`src/rtl/dcd_pkg.sv`:
```
package dcd_pkg;
   typedef enum logic [1:0] {
      OP_HOLD  = 2'd0,
      OP_LOAD  = 2'd1,
      OP_STEP  = 2'd2,
      OP_CLEAR = 2'd3
   } dcd_op_e;
endpackage

```
`src/rtl/dcd_ctrl.sv`:
```
module dcd_ctrl
   import dcd_pkg::*;
(
   input  logic    rst,
   input  logic    preset_n,
   input  logic    step_en_n,
   output dcd_op_e op
);
   always_comb begin
      if (rst)             op = OP_CLEAR;
      else if (!preset_n)  op = OP_LOAD;
      else if (!step_en_n) op = OP_STEP;
      else                 op = OP_HOLD;
   end
endmodule

```
`src/rtl/dcd_next.sv`:
```
module dcd_next
   import dcd_pkg::*;
#(
   parameter int W       = 4,
   parameter int MODULUS = 10
) (
   input  logic [W-1:0] cur,
   input  logic [W-1:0] preset_val,
   input  logic         dir_dn,
   input  dcd_op_e      op,
   output logic [W-1:0] nxt
);
   localparam logic [W-1:0] LAST  = W'(MODULUS - 1);
   localparam logic [W:0]   MOD_V = (W+1)'(MODULUS);

   logic [W-1:0] up_v;
   logic [W-1:0] dn_v;

   generate
      if (MODULUS == (1 << W)) begin : g_full
         // every code is legal: natural wrap of the adder
         assign up_v = cur + 1'b1;
         assign dn_v = cur - 1'b1;
      end else begin : g_partial
         logic bad;
         assign bad  = ({1'b0, cur} >= MOD_V);
         assign up_v = (bad || cur == LAST) ? '0 : cur + 1'b1;
         assign dn_v = (bad || cur == '0) ? LAST : cur - 1'b1;
      end
   endgenerate

   always_comb begin
      unique case (op)
         OP_CLEAR: nxt = '0;
         OP_LOAD:  nxt = preset_val;
         OP_STEP:  nxt = dir_dn ? dn_v : up_v;
         default:  nxt = cur;
      endcase
   end
endmodule

```
`src/rtl/dcd_term.sv`:
```
module dcd_term #(
   parameter int W       = 4,
   parameter int MODULUS = 10
) (
   input  logic [W-1:0] cur,
   input  logic         dir_dn,
   input  logic         step_en_n,
   output logic         term,
   output logic         carry_n
);
   localparam logic [W-1:0] LAST = W'(MODULUS - 1);

   logic at_top;
   logic at_bot;
   assign at_top  = (cur == LAST);
   assign at_bot  = (cur == '0);
   assign term    = dir_dn ? at_bot : at_top;
   assign carry_n = ~(term & ~step_en_n);
endmodule

```
`src/rtl/dcd_digit.sv`:
```
module dcd_digit
   import dcd_pkg::*;
#(
   parameter int W       = 4,
   parameter int MODULUS = 10
) (
   input  logic         clk,
   input  logic         rst,
   input  logic         preset_n,
   input  logic [W-1:0] preset_val,
   input  logic         dir_dn,
   input  logic         step_en_n,
   output logic [W-1:0] digit,
   output logic         carry_n,
   output logic         term
);
   localparam logic [W-1:0] LAST  = W'(MODULUS - 1);
   localparam logic [W:0]   MOD_V = (W+1)'(MODULUS);

   generate
      if (W < 1 || W > 16) begin : g_bad_w
         $error("dcd_digit: W out of range");
      end
      if (MODULUS < 2 || MODULUS > (1 << W)) begin : g_bad_mod
         $error("dcd_digit: MODULUS must lie in 2 .. 2**W");
      end
   endgenerate

   dcd_op_e      op;
   logic [W-1:0] nxt;
   logic [W-1:0] cnt_q;

   dcd_ctrl u_ctrl (
      .rst       (rst),
      .preset_n  (preset_n),
      .step_en_n (step_en_n),
      .op        (op)
   );

   dcd_next #(.W(W), .MODULUS(MODULUS)) u_next (
      .cur        (cnt_q),
      .preset_val (preset_val),
      .dir_dn     (dir_dn),
      .op         (op),
      .nxt        (nxt)
   );

   dcd_term #(.W(W), .MODULUS(MODULUS)) u_term (
      .cur       (cnt_q),
      .dir_dn    (dir_dn),
      .step_en_n (step_en_n),
      .term      (term),
      .carry_n   (carry_n)
   );

   always_ff @(posedge clk) begin
      cnt_q <= nxt;
   end

   assign digit = cnt_q;

   AST_RESET_CLEARS: assert property (@(posedge clk)
      rst |=> digit == '0);
   AST_LOAD_TAKES: assert property (@(posedge clk) disable iff (rst)
      !preset_n |=> digit == $past(preset_val));
   AST_HOLD_STABLE: assert property (@(posedge clk) disable iff (rst)
      (preset_n && step_en_n) |=> $stable(digit));
   AST_UP_WRAP: assert property (@(posedge clk) disable iff (rst)
      (preset_n && !step_en_n && !dir_dn && digit == LAST) |=> digit == '0);
   AST_DOWN_WRAP: assert property (@(posedge clk) disable iff (rst)
      (preset_n && !step_en_n && dir_dn && digit == '0) |=> digit == LAST);
   AST_STEP_LEGAL: assert property (@(posedge clk) disable iff (rst)
      (preset_n && !step_en_n) |=> ({1'b0, digit} < MOD_V));
   AST_CARRY_AT_END: assert property (@(posedge clk) disable iff (rst)
      !carry_n |-> ((digit == LAST && !dir_dn) || (digit == '0 && dir_dn)));
   AST_NO_CARRY_IDLE: assert property (@(posedge clk) disable iff (rst)
      step_en_n |-> carry_n);
endmodule

```
`config.mk`:
```
export PLATFORM = sky130hd
export DESIGN_NAME = dcd_digit
export DESIGN_NICKNAME = d
export VERILOG_FILES = /design/src/rtl/dcd_pkg.sv /design/src/rtl/dcd_ctrl.sv /design/src/rtl/dcd_next.sv /design/src/rtl/dcd_term.sv /design/src/rtl/dcd_digit.sv
export SDC_FILE = /design/constraint.sdc
export NUM_CORES = 1
export LEC_CHECK = 0
export BUFFER_PORTS_ARGS = -buffer_cell sky130_fd_sc_hd__buf_4
export CAP_MARGIN = 10
export CORE_AREA = 3 3 40 42
export DETAILED_ROUTE_END_ITERATION = 10
export DIE_AREA = 0 0 43 45
export GPL_ROUTABILITY_DRIVEN = 0
export HOLD_SLACK_MARGIN = 0.08
export PLACE_DENSITY_LB_ADDON = 0.3
export SLEW_MARGIN = 30
export SYNTH_ARGS = -nofsm -noshare
export SYNTH_HDL_FRONTEND = slang
export SYNTH_HIERARCHICAL = 1
export SYNTH_SLANG_ARGS = --single-unit
```
`constraint.sdc`:
```
create_clock -name clk -period 2.3 [get_ports clk]
set_clock_uncertainty 0.05 [all_clocks]
set_input_delay 0.23 -clock clk [delete_from_list [all_inputs] [get_ports clk]]
set_output_delay 0.23 -clock clk [all_outputs]
set_load 0.02 [all_outputs]
```
==> run metrics, run 1 <==
Via density 5.27; largest net degree at the start of global routing 11; CTS Root Cell clkbuf_4; Crit. End Element output port; via count 427; max reg flops 4; slowest cell on the critical path or3b_1; Synth Flop Type dfxtp_1; CTS tree done; Max Cap Viol 0; syn nets 62; I/O pin cnt 15; fmax 0.524 GHz; DRC Markers 0; Final Max Slew Viols 0; Die Ht 45 um; worst-path cell chain or3b_1 > a2111o_1 > buf_4; Clock Path Buffers 2; first-pass GRT wire length 1500 um; CP peak stage delay 430 ps; WL/cell 11.9 um; Worst Path Arrival 1630 ps; Synth-to-Final Area Change 36.0%; Antenna Diode Count 0; hold buffers post-CTS 0; final-layout fill cell count 124; Die Span X 43 um; worst min path class in -> reg; worst-margin pin slew 359 ps; asr flop ratio synth 0%; combinational power share 40.5%; Syn Area/Cell 8.50 um2; Switching Share 36.2%; Total GRT Usage 10.8%; Worst slew margin 76.1%; # Post-CTS Setup Buffers 0; share of layout cells above drive strength 1 34.8%; crit-path max FO 10; register area share after synthesis 19.2%; Int Pwr 196 uW; VDD IR max 0.280 mV; Hold Fails Final Rpt 0; Seq cells post-synth 4; hpwl dp 740 um; Reg power frac 30.1%; die area 1940 um2; cts bufs inserted 3; Mapped Cells 49; RSZ-0062 raised after global routing false; initial antenna violation count 0; WP buf/inv 1; synth unique cells 29; top post-synthesis cells by area dfxtp_1, ha_1, mux2i_1; crit-path leading delay family simple AND/OR/NAND/NOR gates; Starting Density 32.4%; post-CTS sizing 0; startpoint types flop; status finished clean; I/O Buffers 14; clock-pin slew on the worst setup and hold paths 40 ps; EDFF count, synth 0; Clock power frac 29.3%; Finished Cell Area 567 um2; Clk Latency, worst-skew pair 240 ps; CTS Sinks 4; Final min period 1910 ps; Final ANT Viol Nets 0; grt total ovfl 0; setup TNS 0 ps; leading area contributor after synthesis dfxtp_1; Leak 0.000269 uW; htree depth 1; 1st-iter DRT viols 10; yosys warns 6; NumNets Final 81; Net Sw Power 111 uW; # rows 13; Non-Filler Instances 81; DP Cell Count 78; DRT Pass-1 Iters 4; WP data required 2020 ps; endpoints failing setup 0; Cell Pwr Density 543 nW/um2; placed cell areas 544 um2; vias in the first global route 363; Final Cycle Share 82.9%; Core Footprint 1280 um2; Crit Path Class reg -> out; WL final 961 um; area share of the largest cell type after synthesis 19.2%; post-synth design cell area 417 um2
-- cells by family after synthesis --
group	after synthesis	share of synthesized area, %
adder cells (fa/ha/maj)	4	12.0
AO/OA/AOI/OAI	14	26.7
buffers and inverters	5	4.50
XOR/XNOR	2	4.20
multiplexers	4	9.61
AND/OR/NAND/NOR	16	23.7
flip-flops	4	19.2
-- power by group through the flow --
stage	clock, uW	combinational [uW]	sequential [uW]
floorplan	0	70.6	102
global placement	0	125	93.5
detailed placement	0	125	93.8
CTS	94.3	125	92.8
global route	100	137	94.1
finish	90.2	125	92.6
-- metrics by stage --
stage          power [uW]  hold slack [ps]  utilization, %  worst slack, ps
3_5_place_dp          219              465            42.4              441
5_1_grt               331              212            44.1              318
2_1_floorplan         172              368               -              446
3_3_place_gp          218              470            42.4              493
4_1_cts               312              211            44.1              375
6_report              308              212            44.1              393
-- final timing paths --
kind,startpoint,to,slack (ps),cells past startpoint
max,digit[0],carry_n,390,3
min,preset_val[3],digit[3],210,3
max reg2reg,digit[0],digit[3],440,6
min reg2reg,digit[0],digit[0],630,2
-- metal layers --
metal  vias up  wire length [um]  global-route usage [%]
li1        215                 -                       -
met1       201               434                    12.6
met2         9               454                    16.5
met3         2                62                    7.57
met4         0                10                    1.81
met5         -                 0                       0
-- worst min-delay path: cells and delay by family --
kind | cells | cell delay [ps]
buffers and inverters | 1 | 70
AO/OA/AOI/OAI | 1 | 120
multiplexers | 1 | 50
-- layout make-up --
cell class	count	area (um2)	share of cell area (%)
inverter	4	15.0	2.65
timing repair buffer	15	113	19.9
sequential	4	80.1	14.1
tap	15	18.8	3.31
multi-input combinational	40	318	56.1
clock buffer	3	22.5	3.97
-- layout by cell type, fill, tap and decap left out, types with 2 or more instances in the layout --
cell type,Yosys,layout
buf_4,0,15
dfxtp_1,4,4
inv_1,4,4
mux2i_1,4,4
ha_1,4,4
clkbuf_4,0,3
nor2_1,3,3
nand2b_1,2,2
nor2b_1,2,2
a211oi_1,2,2
o21ai_0,2,2
nand2_1,2,2
a21oi_1,2,2
-- cell usage after synthesis, types with 2 or more instances --
| cell | n |
|---|---|
| nand2_1 | 2 |
| dfxtp_1 | 4 |
| ha_1 | 4 |
| nor2_1 | 3 |
| nand2b_1 | 2 |
| inv_1 | 4 |
| mux2i_1 | 4 |
| o21ai_0 | 2 |
| a21oi_1 | 2 |
| a211oi_1 | 2 |
| nor2b_1 | 2 |
Power figures use the tool's default switching activity.
==> run 2: changes to the inputs <==
clock period = 1.9 ns   (was 2.3 ns; I/O delays follow)
==> run 2 against run 1 <==
Compared with the run above:
- cell count increased by 2.5%
- sequential share of layout area decreased by 0.24 points
- first-iteration DRC count decreased by 90%
- flip-flop and latch count unchanged
- global-route usage increased by 3.0 points
- power increased by 25%
- via count increased by 3.3%
- die area unchanged
- worst setup slack got worse by 320 ps
- largest cell class unchanged
==> run metrics, run 2 (same netlist as run 1, synthesis figures left out) <==
combinational power share 43.8% (+3.3 points); Final ANT Viol Nets 0 (unchanged); share of layout cells above drive strength 1 39.7% (+4.9 points); Clock power frac 28.1% (-1.2 points); via count 441 (+3.3%); CTS Root Cell clkbuf_4; final-layout fill cell count 133 (+7.3%); status finished clean; commonest non-fill, non-tap cell in the layout buf_4; clock-pin slew on the worst setup and hold paths 40 ps (about the same); Switching Share 36.2% (-0.047 points); Leak 0.000279 uW (+4.1%); Via density 5.31 (+0.79%); Starting Density 32.4% (unchanged); DRC Markers 0 (unchanged); first-pass GRT wire length 1900 um (+26%); WP data required 1660 ps (-360 ps); Seq. cell area 81.3 um2 (+1.6%); crit-path max FO 10 (unchanged); Total GRT Usage 13.7% (+3.0 points); # rows 13 (unchanged); Die Span X 43 um (unchanged); 1st-iter DRT viols 1 (-9); setup TNS 0 ps (unchanged); htree depth 1 (unchanged); WL final 1140 um (+19%); Cell Pwr Density 657 nW/um2 (+21%); I/O pin cnt 15 (unchanged); met2 Use GR 22.8% (+6.3 points); worst-margin pin slew 356 ps (-2.94 ps); cts bufs inserted 3 (unchanged); Worst Path Arrival 1580 ps (-50 ps); VDD IR max 0.264 mV (-5.8%); Max Cap Viol 0 (unchanged); slowest cell on the critical path or3b_4; I/O Buffers 14 (unchanged); die area 1940 um2 (unchanged); CP peak stage delay 410 ps (-20 ps); Clock Path Buffers 2 (unchanged); Synth-to-Final Area Change 40.5%; area of the multi-input gates 320 um2 (+0.79%); max reg flops 4 (unchanged); DRT Pass-1 Iters 4 (unchanged); RSZ-0062 raised after global routing false; Core Footprint 1280 um2 (unchanged); vias in the first global route 431 (+19%); WL/cell 13.8 um (+16%); initial antenna violation count 0 (unchanged); endpoints failing setup 0 (unchanged); worst min path class in -> reg; Final Max Slew Viols 0 (unchanged); # Post-CTS Setup Buffers 0 (unchanged); Final min period 1820 ps; Core Util, Final 45.6% (+1.5 points); Worst slew margin 76.1% (about the same); worst-path cell chain or3b_4 > a2111o_1 > buf_4; busiest grt layer met2; commonest non-fill, non-tap cells in the layout buf_4, inv_1, mux2i_1, ha_1; startpoint types flop; grt total ovfl 0 (unchanged); met1 Track Usage GR 15.7% (+3.1 points); Crit Path Class reg -> out; Net Sw Power 139 uW (+25%); Antenna Diode Count 0 (unchanged); hpwl dp 847 um (+14%); fmax 0.549 GHz; Crit. End Element output port; Die Ht 45 um (unchanged); Int Pwr 246 uW (+25%); Clk Latency, worst-skew pair 240 ps (about the same); Hold Fails Final Rpt 0 (unchanged); Final Cycle Share 95.9%; NumNets Final 83 (+2.5%); Setup Slack @ Placement 195 ps (-246 ps); worst setup margin 77.9 ps (-315 ps); CTS Sinks 4 (unchanged); GR Layer Usage met3 1.20% (-6.4 points); CTS tree done; Reg power frac 28.2% (-1.9 points); largest net degree at the start of global routing 11 (unchanged)
==> run 2: cell types whose count changed in the layout (fill, tap and decap cells not counted), sizes merged <==
| cell | previous run | this run |
|---|---|---|
| buf | 15 | 17 |
==> run 2: what timing repair did <==
item	in CTS	in global routing
endpoints found under the setup margin	1	5
cloned	0	0
gates resized for setup	1	1
hold buffers	0	0
==> run 2: worst paths after layout <==
path                            slack [ps]       end          start  cells past startpoint
worst max register to register         170  digit[3]       digit[0]                      6
worst min register to register         570  digit[0]       digit[0]                      2
worst max-delay path                    80   carry_n       digit[0]                      3
worst min-delay path                   180  digit[3]  preset_val[3]                      3
==> run 2: through the flow <==
step                instance area, um2  total power (uW)  hold slack [ps]  cells
finish                             586               385              181     83
floorplan                          417               209              328     49
detailed placement                 567               278              434     81
global placement                   567               275              430     81
CTS                                584               387              183     83
global route                       586               411              209     83
==> run 2: worst max-delay path: cells and delay by family (launching register included) <==
kind,cells,cell delay [ps]
and+or+nand+nor,1,410
buffers and inverters,1,160
AOI/OAI and AO/OA,1,410
DFF,1,370
==> run 2: area by class of cell <==
| class | instances | share of cell area (%) |
|---|---|---|
| clock buffer | 3 | 3.85 |
| inverter | 4 | 2.56 |
| sequential | 4 | 13.9 |
| timing repair buffer | 17 | 21.8 |
| multi-input combinational | 40 | 54.7 |
| tap | 15 | 3.21 |
==> run 2: routing by layer <==
| layer | part of all wire, % | vias up |
|---|---|---|
| met2 | 47 | 10 |
| met4 | 2.6 | 0 |
| met5 | 0 | - |
| li1 | - | 221 |
| met3 | 3.9 | 4 |
| met1 | 46 | 206 |
==> run 2: power groups by stage <==
stage                     logic [uW]  clock network, uW  registers, uW
after floorplan                 85.4                  0            123
after global placement           171                  0            105
after CTS                        168                111            108
after detailed placement         173                  0            105
final                            168                108            108
after global routing             184                117            110
==> run 3: changes to the inputs <==
clock period = 2.25 ns   (was 1.9 ns; I/O delays follow)
==> run 3 against run 2 <==
Compared with the run above:
- core utilization fell by 0.88 points
- sequential power fell by 16%
- clock power fell by 20%
- final area fell by 1.9%
- die area did not move
- routed wire length fell by 16%
- largest power group unchanged
- highest routed layer is now met3
==> run metrics, run 3 (same netlist as run 1, synthesis figures left out) <==
WL final 955 um (-16%); Total GRT Usage 11.2% (-2.6 points); Worst Setup SP digit[0]; WL/cell 11.6 um (-15%); setup TNS 0 ps (unchanged); hold buffers post-CTS 0 (unchanged); Clk Latency, worst-skew pair 230 ps (about the same); Crit. End Element output port; via count 425 (-3.6%); post-CTS sizing 0 (-1); worst-margin pin slew 370 ps (+14.1 ps); Synth-to-Final Area Change 37.8%; RR Startpoint digit[1]; first-pass GRT wire length 1660 um (-12%); hpwl dp 747 um (-12%); Die Span X 43 um (unchanged); worst-path cell chain buf_4 > or3b_1 > a2111o_1 > buf_4; vias in the first global route 394 (-8.6%); CTS Root Cell clkbuf_4; Core Util, Final 44.7% (-0.88 points); endpoints failing setup 0 (unchanged); 1st-iter DRT viols 4 (+3); Final Max Slew Viols 0 (unchanged); initial antenna violation count 0 (unchanged); Leak 0.000274 uW (-2.1%); Clock power frac 27.8% (-0.3 points); Antenna Diode Count 0 (unchanged); Starting Density 32.4% (unchanged); startpoint types flop; Crit Path Class reg -> out; CTS tree done; Final ANT Viol Nets 0 (unchanged); WP buf/inv 2 (+1); Worst slew margin 75.1% (-0.95 points); CP peak stage delay 410 ps (about the same); Worst setup endpoint carry_n; crit-path max FO 9 (-1); area of the multi-input gates 318 um2 (-0.78%); Hold Fails Final Rpt 0 (unchanged); share of layout cells above drive strength 1 35.8% (-3.9 points); # rows 13 (unchanged); combinational power share 43.2% (-0.6 points); Clock Path Buffers 2 (unchanged); status finished clean; I/O Buffers 14 (unchanged); DRC Markers 0 (unchanged); final-layout fill cell count 137 (+3.0%); Max Cap Viol 0 (unchanged); Critical Path Most Common Cell buf_4; fmax 0.518 GHz; I/O pin cnt 15 (unchanged); commonest non-fill, non-tap cell in the layout buf_4; r2r endpoint digit[3]; r2r setup slk 530 ps (+360 ps); commonest non-fill, non-tap cells in the layout buf_4, dfxtp_1, inv_1, mux2i_1, ha_1; worst hold margin 240 ps (+58.4 ps); WP data required 1980 ps (+320 ps); Die Ht 45 um (unchanged); Via density 5.18 (-2.5%); worst min path class in -> reg; RSZ-0062 raised after global routing false; die area 1940 um2 (unchanged); Reg power frac 29.1% (+0.9 points); R2R cell count 6 (unchanged); Switching Share 35.0% (-1.1 points); Cell Pwr Density 543 nW/um2 (-17%); max reg flops 4 (unchanged); CTS Sinks 4 (unchanged); Final min period 1930 ps; slowest cell on the critical path a2111o_1; crit-path leading delay family compound AO/OA/AOI/OAI gates; Stages on worst setup path 4 (+1); largest net degree at the start of global routing 11 (unchanged); VDD IR max 0.327 mV (+24%); clock-pin slew on the worst setup and hold paths 30 ps (about the same); Core Footprint 1280 um2 (unchanged); Seq. cell area 80.1 um2 (-1.5%); htree depth 1 (unchanged); cts bufs inserted 3 (unchanged); grt total ovfl 0 (unchanged); NumNets Final 82 (-1.2%); Worst Path Arrival 1650 ps (+70 ps); Final Cycle Share 85.7%; # Post-CTS Setup Buffers 0 (unchanged); DRT Pass-1 Iters 2 (-2); Net Sw Power 109 uW (-21%); Int Pwr 203 uW (-18%)
[run 3: final cells by class]
class / count / share of cell area, %
Multi-Input combinational cell: 40 / 55.3
Timing Repair Buffer: 16 / 20.9
Clock buffer: 3 / 3.92
Sequential cell: 4 / 13.9
Inverter: 4 / 2.61
Tap cell: 15 / 3.27
[run 3: worst min path at each step]
stage	endpoint	cells after the start	startpoint	slack, ps
3_3_place_gp	digit[2]	3	preset_val[2]	470
6_report	digit[2]	3	preset_val[2]	240
3_5_place_dp	digit[2]	3	preset_val[2]	480
5_1_grt	digit[2]	3	preset_val[2]	260
2_1_floorplan	digit[3]	2	preset_val[3]	360
4_1_cts	digit[2]	3	preset_val[2]	240
[run 3: power by group through the flow]
| stage | sequential [uW] | clock (uW) | combinational (uW) |
|---|---|---|---|
| 3_3_place_gp | 91.3 | 0 | 134 |
| 2_1_floorplan | 104 | 0 | 72.2 |
| 3_5_place_dp | 92.3 | 0 | 135 |
| 4_1_cts | 90.9 | 91.6 | 135 |
| 6_report | 90.7 | 86.6 | 135 |
| 5_1_grt | 92.1 | 96.5 | 151 |
[run 3: layer usage]
metal  global-route usage [%]  routed length (um)  up-vias
li1                         -                   -      219
met1                     14.5                 442      200
met2                     18.3                 475        6
met3                     2.79                  37        0
met4                     3.61                   0        0
met5                        0                   0        -
[run 3: worst min-delay path, cell delays in order]
cell and delay, ps:
buf_4 80, mux2i_1 60, o32ai_2 110
[run 3: metrics by stage]
step / area, um2 / setup WS, ps / total power, uW / std cells
final: 574 / 321 / 312 / 82
after global routing: 574 / 231 / 339 / 82
after CTS: 574 / 307 / 318 / 82
after detailed placement: 552 / 536 / 227 / 79
after global placement: 552 / 555 / 225 / 79
after floorplan: 417 / 396 / 176 / 49
